**src/rtl/ddrb_pkg.sv**
```systemverilog
// Shared definitions for the two-word burst SRAM controller.
// Assumes the internal clock runs at twice the memory clock, so one
// memory clock cycle spans two internal cycles.
package ddrb_pkg;
    // Internal cycles per command slot (two memory clock cycles).
    localparam int SLOT_LEN = 4;
    // Data bits covered by one byte-write select.
    localparam int BYTE_W = 9;

    typedef enum logic [1:0] {
        SLOT_IDLE  = 2'd0,
        SLOT_READ  = 2'd1,
        SLOT_WRITE = 2'd2
    } slot_kind_e;
endpackage

```
**src/rtl/ddrb_slot_sched.sv**
```systemverilog
// Command slot scheduler. Counts memory half-cycles, opens one command
// slot every SLOT_LEN cycles and decides whether the request offered in
// that slot may go. Inserts an idle slot for read-after-write always and
// for write-after-read in the long latency mode.
// Assumes SLOT_LEN is 4, so phase bit 0 is the memory clock phase.
module ddrb_slot_sched
    import ddrb_pkg::*;
(
    input  logic clk,
    input  logic rst_n,
    input  logic lat_long,
    input  logic req_valid,
    input  logic req_write,
    input  logic rd_room,
    output logic req_ready,
    output logic accept,
    output logic mem_k
);
    localparam int PW = $clog2(SLOT_LEN);

    logic [PW-1:0] phase;
    slot_kind_e    last_kind;
    logic          slot_open;
    logic          turn_block;

    // Free-running half-cycle counter; wraps every slot.
    always_ff @(posedge clk) begin
        if (!rst_n) phase <= '0;
        else        phase <= phase + 1'b1;
    end

    assign slot_open = (phase == PW'(SLOT_LEN - 1));

    // Turnaround rule: block a direction change that could collide on the pins.
    always_comb begin
        if (req_write) turn_block = (last_kind == SLOT_READ) && lat_long;
        else           turn_block = (last_kind == SLOT_WRITE);
    end

    assign req_ready = slot_open && !turn_block && (req_write || rd_room);
    assign accept    = req_valid && req_ready;
    assign mem_k     = ~phase[0];

    // Remember what the most recent slot carried (idle if nothing went).
    always_ff @(posedge clk) begin
        if (!rst_n) begin
            last_kind <= SLOT_IDLE;
        end else if (slot_open) begin
            if (!accept)        last_kind <= SLOT_IDLE;
            else if (req_write) last_kind <= SLOT_WRITE;
            else                last_kind <= SLOT_READ;
        end
    end

    AST_ACCEPT_CLOSES: assert property (@(posedge clk) disable iff (!rst_n)
        accept |=> !req_ready);
endmodule

```
**src/rtl/ddrb_wr_path.sv**
```systemverilog
// Write data path. Holds both words and masks of an accepted write and
// drives them on the data pins on the two half-cycles following the next
// memory clock rising edge after the command.
// Assumes writes are accepted no more often than once per slot.
module ddrb_wr_path
    import ddrb_pkg::*;
#(
    parameter int DATA_W = 18
) (
    input  logic                       clk,
    input  logic                       rst_n,
    input  logic                       wr_take,
    input  logic [DATA_W-1:0]          wdata0,
    input  logic [DATA_W-1:0]          wdata1,
    input  logic [DATA_W/BYTE_W-1:0]   be0,
    input  logic [DATA_W/BYTE_W-1:0]   be1,
    output logic [DATA_W-1:0]          mem_d,
    output logic [DATA_W/BYTE_W-1:0]   mem_bw,
    output logic                       mem_d_oe
);
    localparam int BW_W = DATA_W / BYTE_W;

    logic [2:0]        stage;
    logic [DATA_W-1:0] hold_d0, hold_d1;
    logic [BW_W-1:0]   hold_b0, hold_b1;

    // Track the write through its command and data cycles.
    always_ff @(posedge clk) begin
        if (!rst_n) stage <= '0;
        else        stage <= {stage[1:0], wr_take};
    end

    // Capture the burst payload when the request is accepted.
    always_ff @(posedge clk) begin
        if (!rst_n) begin
            hold_d0 <= '0;
            hold_d1 <= '0;
            hold_b0 <= '0;
            hold_b1 <= '0;
        end else if (wr_take) begin
            hold_d0 <= wdata0;
            hold_d1 <= wdata1;
            hold_b0 <= be0;
            hold_b1 <= be1;
        end
    end

    // Drive word 0 then word 1 on consecutive half-cycles.
    always_ff @(posedge clk) begin
        if (!rst_n) begin
            mem_d    <= '0;
            mem_bw   <= '0;
            mem_d_oe <= 1'b0;
        end else if (stage[1]) begin
            mem_d    <= hold_d0;
            mem_bw   <= hold_b0;
            mem_d_oe <= 1'b1;
        end else if (stage[2]) begin
            mem_d    <= hold_d1;
            mem_bw   <= hold_b1;
            mem_d_oe <= 1'b1;
        end else begin
            mem_d    <= '0;
            mem_bw   <= '0;
            mem_d_oe <= 1'b0;
        end
    end

    AST_OE_TWO_BEATS: assert property (@(posedge clk) disable iff (!rst_n)
        $rose(mem_d_oe) |=> mem_d_oe ##1 !mem_d_oe);
endmodule

```
**src/rtl/ddrb_tag_fifo.sv**
```systemverilog
// Small FIFO of read issue tags, popped as read pairs complete.
// Assumes DEPTH is a power of two and at least 2.
module ddrb_tag_fifo #(
    parameter int TAG_W = 4,
    parameter int DEPTH = 4
) (
    input  logic             clk,
    input  logic             rst_n,
    input  logic             push,
    input  logic [TAG_W-1:0] push_tag,
    input  logic             pop,
    output logic [TAG_W-1:0] head_tag,
    output logic             full,
    output logic             empty
);
    localparam int PTR_W = $clog2(DEPTH);
    localparam int CNT_W = $clog2(DEPTH + 1);

    logic [TAG_W-1:0] slots [DEPTH];
    logic [PTR_W-1:0] wr_ptr, rd_ptr;
    logic [CNT_W-1:0] count;

    // Store a new tag at the write pointer.
    always_ff @(posedge clk) begin
        if (push) slots[wr_ptr] <= push_tag;
    end

    // Advance pointers and occupancy.
    always_ff @(posedge clk) begin
        if (!rst_n) begin
            wr_ptr <= '0;
            rd_ptr <= '0;
            count  <= '0;
        end else begin
            if (push) wr_ptr <= wr_ptr + 1'b1;
            if (pop)  rd_ptr <= rd_ptr + 1'b1;
            case ({push, pop})
                2'b10:   count <= count + 1'b1;
                2'b01:   count <= count - 1'b1;
                default: count <= count;
            endcase
        end
    end

    assign head_tag = slots[rd_ptr];
    assign full     = (count == CNT_W'(DEPTH));
    assign empty    = (count == '0);

    AST_NO_OVERFLOW: assert property (@(posedge clk) disable iff (!rst_n)
        push |-> !full);
endmodule

```
**src/rtl/ddrb_rd_capture.sv**
```systemverilog
// Read return path. Tags reads at issue, pairs strobed words from the
// memory and delivers each pair with its tag in issue order.
// Assumes the strobe marks exactly two consecutive words per issued read.
module ddrb_rd_capture #(
    parameter int DATA_W    = 18,
    parameter int TAG_W     = 4,
    parameter int TAG_DEPTH = 4
) (
    input  logic              clk,
    input  logic              rst_n,
    input  logic              rd_take,
    input  logic [DATA_W-1:0] mem_q,
    input  logic              mem_qvld,
    output logic              rd_valid,
    output logic [TAG_W-1:0]  rd_tag,
    output logic [DATA_W-1:0] rd_data0,
    output logic [DATA_W-1:0] rd_data1,
    output logic              rd_room
);
    logic [TAG_W-1:0]  issue_tag, head_tag;
    logic [DATA_W-1:0] first_word;
    logic              second, pop, full, empty;

    // Number reads in the order they are accepted.
    always_ff @(posedge clk) begin
        if (!rst_n)       issue_tag <= '0;
        else if (rd_take) issue_tag <= issue_tag + 1'b1;
    end

    ddrb_tag_fifo #(
        .TAG_W (TAG_W),
        .DEPTH (TAG_DEPTH)
    ) tags_i (
        .clk      (clk),
        .rst_n    (rst_n),
        .push     (rd_take),
        .push_tag (issue_tag),
        .pop      (pop),
        .head_tag (head_tag),
        .full     (full),
        .empty    (empty)
    );

    assign pop     = mem_qvld && second;
    assign rd_room = !full;

    // Pair strobed words: first goes to a holding register.
    always_ff @(posedge clk) begin
        if (!rst_n) begin
            second     <= 1'b0;
            first_word <= '0;
        end else if (mem_qvld) begin
            second <= !second;
            if (!second) first_word <= mem_q;
        end
    end

    // Present a completed pair for one cycle.
    always_ff @(posedge clk) begin
        if (!rst_n) begin
            rd_valid <= 1'b0;
            rd_tag   <= '0;
            rd_data0 <= '0;
            rd_data1 <= '0;
        end else begin
            rd_valid <= pop;
            if (pop) begin
                rd_tag   <= head_tag;
                rd_data0 <= first_word;
                rd_data1 <= mem_q;
            end
        end
    end

    AST_NO_UNDERFLOW: assert property (@(posedge clk) disable iff (!rst_n)
        pop |-> !empty);
    AST_RD_PULSE: assert property (@(posedge clk) disable iff (!rst_n)
        rd_valid |=> !rd_valid);
endmodule

```
**src/rtl/ddrb_ctrl.sv**
```systemverilog
// Top of the two-word burst DDR SRAM controller. Takes user bursts on a
// valid/ready port, issues one command per slot to the memory, drives the
// write burst and returns strobed read pairs in issue order.
// Assumes lat_long is static between resets and the memory strobes
// exactly one word pair per issued read.
module ddrb_ctrl
    import ddrb_pkg::*;
#(
    parameter int DATA_W    = 18,
    parameter int ADDR_W    = 20,
    parameter int TAG_W     = 4,
    parameter int TAG_DEPTH = 4
) (
    input  logic                      clk,
    input  logic                      rst_n,
    input  logic                      lat_long,
    input  logic                      req_valid,
    output logic                      req_ready,
    input  logic                      req_write,
    input  logic [ADDR_W-1:0]         req_addr,
    input  logic [DATA_W-1:0]         req_wdata0,
    input  logic [DATA_W-1:0]         req_wdata1,
    input  logic [DATA_W/BYTE_W-1:0]  req_be0,
    input  logic [DATA_W/BYTE_W-1:0]  req_be1,
    output logic                      rd_valid,
    output logic [TAG_W-1:0]          rd_tag,
    output logic [DATA_W-1:0]         rd_data0,
    output logic [DATA_W-1:0]         rd_data1,
    output logic                      mem_k,
    output logic                      mem_lat_long,
    output logic [ADDR_W-1:0]         mem_addr,
    output logic                      mem_rd_en,
    output logic                      mem_wr_en,
    output logic [DATA_W/BYTE_W-1:0]  mem_bw,
    output logic [DATA_W-1:0]         mem_d,
    output logic                      mem_d_oe,
    input  logic [DATA_W-1:0]         mem_q,
    input  logic                      mem_qvld
);
    logic accept, rd_room, cmd_any;

    ddrb_slot_sched sched_i (
        .clk       (clk),
        .rst_n     (rst_n),
        .lat_long  (lat_long),
        .req_valid (req_valid),
        .req_write (req_write),
        .rd_room   (rd_room),
        .req_ready (req_ready),
        .accept    (accept),
        .mem_k     (mem_k)
    );

    // Register the command and address for the memory's command edge.
    always_ff @(posedge clk) begin
        if (!rst_n) begin
            mem_rd_en <= 1'b0;
            mem_wr_en <= 1'b0;
            mem_addr  <= '0;
        end else begin
            mem_rd_en <= accept && !req_write;
            mem_wr_en <= accept && req_write;
            if (accept) mem_addr <= req_addr;
        end
    end

    ddrb_wr_path #(
        .DATA_W (DATA_W)
    ) wr_i (
        .clk      (clk),
        .rst_n    (rst_n),
        .wr_take  (accept && req_write),
        .wdata0   (req_wdata0),
        .wdata1   (req_wdata1),
        .be0      (req_be0),
        .be1      (req_be1),
        .mem_d    (mem_d),
        .mem_bw   (mem_bw),
        .mem_d_oe (mem_d_oe)
    );

    ddrb_rd_capture #(
        .DATA_W    (DATA_W),
        .TAG_W     (TAG_W),
        .TAG_DEPTH (TAG_DEPTH)
    ) rd_i (
        .clk      (clk),
        .rst_n    (rst_n),
        .rd_take  (accept && !req_write),
        .mem_q    (mem_q),
        .mem_qvld (mem_qvld),
        .rd_valid (rd_valid),
        .rd_tag   (rd_tag),
        .rd_data0 (rd_data0),
        .rd_data1 (rd_data1),
        .rd_room  (rd_room)
    );

    assign mem_lat_long = lat_long;
    assign cmd_any      = mem_rd_en || mem_wr_en;

    AST_ONE_SELECT: assert property (@(posedge clk) disable iff (!rst_n)
        !(mem_rd_en && mem_wr_en));
    AST_CMD_ON_KHIGH: assert property (@(posedge clk) disable iff (!rst_n)
        cmd_any |-> mem_k);
    AST_CMD_SPACE1: assert property (@(posedge clk) disable iff (!rst_n)
        cmd_any |=> !cmd_any);
    AST_CMD_SPACE2: assert property (@(posedge clk) disable iff (!rst_n)
        cmd_any |-> ##2 !cmd_any);
    AST_CMD_SPACE3: assert property (@(posedge clk) disable iff (!rst_n)
        cmd_any |-> ##3 !cmd_any);
    AST_WR_DATA_SLOT: assert property (@(posedge clk) disable iff (!rst_n)
        mem_wr_en |-> ##2 mem_d_oe ##1 mem_d_oe);
    AST_RAW_GAP: assert property (@(posedge clk) disable iff (!rst_n)
        mem_wr_en |-> ##4 !mem_rd_en);
    AST_WAR_GAP: assert property (@(posedge clk) disable iff (!rst_n)
        (mem_rd_en && lat_long) |-> ##4 !mem_wr_en);
endmodule

```
**config.mk**
```make
export PLATFORM = sky130hd
export DESIGN_NAME = ddrb_ctrl
export DESIGN_NICKNAME = d
export VERILOG_FILES = /design/src/rtl/ddrb_pkg.sv /design/src/rtl/ddrb_slot_sched.sv /design/src/rtl/ddrb_wr_path.sv /design/src/rtl/ddrb_tag_fifo.sv /design/src/rtl/ddrb_rd_capture.sv /design/src/rtl/ddrb_ctrl.sv
export SDC_FILE = /design/constraint.sdc
export NUM_CORES = 1
export LEC_CHECK = 0
export BUFFER_PORTS_ARGS = -buffer_cell sky130_fd_sc_hd__buf_2
export CORE_UTILIZATION = 45
export CTS_CLUSTER_SIZE = 28
export DETAILED_ROUTE_END_ITERATION = 8
export GPL_TIMING_DRIVEN = 0
export HOLD_SLACK_MARGIN = 0.06
export PLACE_DENSITY = 0.73
export SYNTH_ARGS = -nofsm -noshare
export SYNTH_HDL_FRONTEND = slang
export SYNTH_SLANG_ARGS = --single-unit
```
**constraint.sdc**
```tcl
create_clock -name clk -period 3.1 [get_ports clk]
set_input_delay 0.62 -clock clk [delete_from_list [all_inputs] [get_ports clk]]
set_output_delay 0.62 -clock clk [all_outputs]
set_load 0.02 [all_outputs]
```
==> flow_summary.toml <==
[synthesis]
ys_warn_count = 0
syn_avg_cell_area_um2 = 8.95
async_flop_share_pct = 0
muxShareOfSynthArea_pct = 5.26
ys_seq_elements = 176
yosys_most_used_dff = "dfxtp_1"
synth_simple_gate_area_share_pct = 20.0
synth_seq_area_share_pct = 55.3
synth_xor_xnor_area_share_pct = 0.526
synth_cell_type_count = 40
syn-num-nets = 836
synth_compound_area_share_pct = 12.6
synth_edf_count = 16
synth_top_family_by_area = "simple AND/OR/NAND/NOR gates"
syn_inst = 744
synthAdderAreaFrac_pct = 1.62
netlist_area_um2 = 6660

[global_routing]
grt_overflow = 0
grt_use_total_pct = 21.3
grt_antenna_before_repair = 0
grt_max_degree = 17
grt_pass1_vias = 5155
grt_pass1_wl_um = 24800

[final_layout]
fin_util_pct = 57.7
nets = 1024
fillers = 1317
synthToLayoutAreaGrowth_pct = 25.3
seq_area_um2 = 3680
antenna-diode-count = 0
fin_cells = 1129
layout-drive-gt1-share_pct = 24.3
multi_input_area_um2 = 2670

[clock_network]
cts_sinks = 176
cts_buffer_depth = 2
cts_root_buf = "clkbuf_16"
cts_resized = 0
cts_buffers = 17
tritoncts = "done"
clk_pin_slew_worst_paths_ns = 0.07
clk_latency_ns = 0.42
holdBufCountCts = 0
cts_max_level = 4
post_cts_buffers = 0

[routing]
routed_via_density = 5.01
drt_wl_total_um = 15900
num_vias = 5661
postRouteAntennaNets = 0
drt_first_pass_iters = 5
drt-initial-drc-count = 415
drc = 0
wl_per_cell_um = 14.1

[timing]
grt_setup_unrepaired = "no"
finClkSkew_ns = 0.00931
max_clock_freq_mhz = 397
setup_violations = 0
whs_ns = 0.439
hold_viol = 0
period_share_pct = 81.3
fin_crit_ns = 2.52
worstMarginPinSlew_ns = 0.587
relSlewSlack_pct = 60.9
setup_tns_ns = 0
slew_violations = 0

[placement]
place.gp.congestion = 0.832
io_buffers = 169
dp_cells = 1097
hpwlAfterDp_um = 11500

[run_status]
status = "completed"

[die]
core_um2 = 14500
io_pins = 171
die_w_um = 124
dieArea_um2 = 15300
fp-row-count = 44
initial_utilization_pct = 46.0
die_h_um = 124

[worst_setup_path]
cp_slowest_cell = "dfxtp_1"
worst_ep_arrival_time_ns = 2.87
critPathKind = "reg2reg"
cp_slowest_stage_delay_ns = 0.36
worstSetupStartpointType = "register"
cp_max_fo = 10
end_kind = "register"
critPathLaunch = "sched_i.phase[0]"
r2r-start = "sched_i.phase[0]"
path_cells = "ha_1 > nand2_2 > nor4_1 > buf_2 > inv_1 > ha_1 > inv_1 > fa_1 > xor2_1 > or3_1 > a21oi_1"
required_ns = 3.45

[min_path]
min_from = "mem_q[1]"
hold_path.class = "in2reg"

[power]
peakVddDrop_v = 0.000351
power_per_cell_area_nw_per_um2 = 579
power.static_leakage_uw = 0.00334

[flow_run]
cap_violations = 0
## power breakdown
| part | switching [µW] | leakage (µW) | internal (µW) |
|---|---|---|---|
| clock network | 892 | 0.000294 | 1280 |
| logic | 187 | 0.00161 | 116 |
| registers | 25.0 | 0.00143 | 2340 |
| total | 1100 | 0.00334 | 3730 |
## worst max-delay path, delay by kind of cell (launching register included)
| family | cells | cell delay [ns] |
|---|---|---|
| adders and majority gates | 3 | 0.66 |
| and+or+nand+nor | 3 | 0.75 |
| DFF | 1 | 0.36 |
| AOI/OAI and AO/OA | 1 | 0.15 |
| buffers and inverters | 3 | 0.45 |
| xor gates and xnor gates | 1 | 0.07 |
## logic make-up (layout without fill, tap and decap cells)
family          Yosys count  after routing
buf+inv                  72            273
flops                   176            176
fa+ha+maj                 8              8
compound gates          162            162
simple gates            292            292
mux                      30             30
xor+xnor                  4              4
## synth_stat cells, types with 4 or more instances
library cell,count,area share [%]
inv_1,10,0.56
nand3_1,46,3.5
and2_1,7,0.66
buf_1,6,0.34
mux4_2,4,1.4
o21ai_0,41,3.1
buf_2,16,1.2
nor2_1,9,0.51
edfxtp_1,16,7.2
a21oi_1,117,8.8
ha_1,7,1.3
clkbuf_1,35,2.0
nand2b_1,6,0.56
nand3b_1,21,2.4
nand2_1,186,10
mux2i_1,26,3.9
dfxtp_1,160,48
## cells in the final DEF, fill, tap and decap left out, types with 10 or more instances in the layout
cell / instances
edfxtp_1: 16
nand3b_1: 21
o21ai_0: 41
inv_1: 10
nand2_1: 186
buf_2: 185
nand3_1: 46
mux2i_1: 26
dfxtp_1: 160
a21oi_1: 117
clkbuf_16: 20
clkbuf_1: 36
## path summary, 6_finish.rpt
| kind | end | slack [ns] | cells after the start |
|---|---|---|---|
| hold / removal | rd_i.rd_data1[1] | 0.44 | 3 |
| setup / recovery | rd_i.tags_i.count[2] | 0.58 | 11 |
| hold reg to reg | rd_i.rd_data0[9] | 0.44 | 2 |
| setup reg to reg | rd_i.tags_i.count[2] | 0.58 | 11 |
## final cells by class
| class | count | area share (%) |
|---|---|---|
| clock inverter | 10 | 1.12 |
| multi-input combinational | 496 | 31.9 |
| sequential | 176 | 44.1 |
| clock buffer | 22 | 6.21 |
| timing repair buffer | 169 | 10.1 |
| buffer | 61 | 3.22 |
| tap | 184 | 2.76 |
| inverter | 11 | 0.495 |
## metrics by stage
step | setup slack, ns | instance area, µm² | power, µW
3_3_place_gp | 0.340 | 7740 | 2710
4_1_cts | 0.574 | 8350 | 4860
5_1_grt | 0.368 | 8350 | 4990
2_1_floorplan | 0.533 | 6660 | 2590
6_report | 0.581 | 8350 | 4830
3_5_place_dp | 0.296 | 7740 | 2720
## state kept, by name, summed over array words and instances, names as in the netlist, 3 cells and up
name,cells
mem_addr,20
rd_i.first_word,18
rd_i.issue_tag,4
rd_i.rd_data0,18
rd_i.rd_data1,18
rd_i.rd_tag,4
rd_i.tags_i.count,3
rd_i.tags_i.slots,16
wr_i.hold_d0,18
wr_i.hold_d1,18
wr_i.mem_d,18
wr_i.stage,3
## per-layer routing
metal	global-route usage [%]	vias to the layer above	share of wire (%)
li1	-	2881	-
met1	28.0	2612	46
met2	34.6	155	46
met3	5.54	13	6.5
met4	6.17	0	0.99
met5	0	-	0
(Power assumes the default switching activity.)
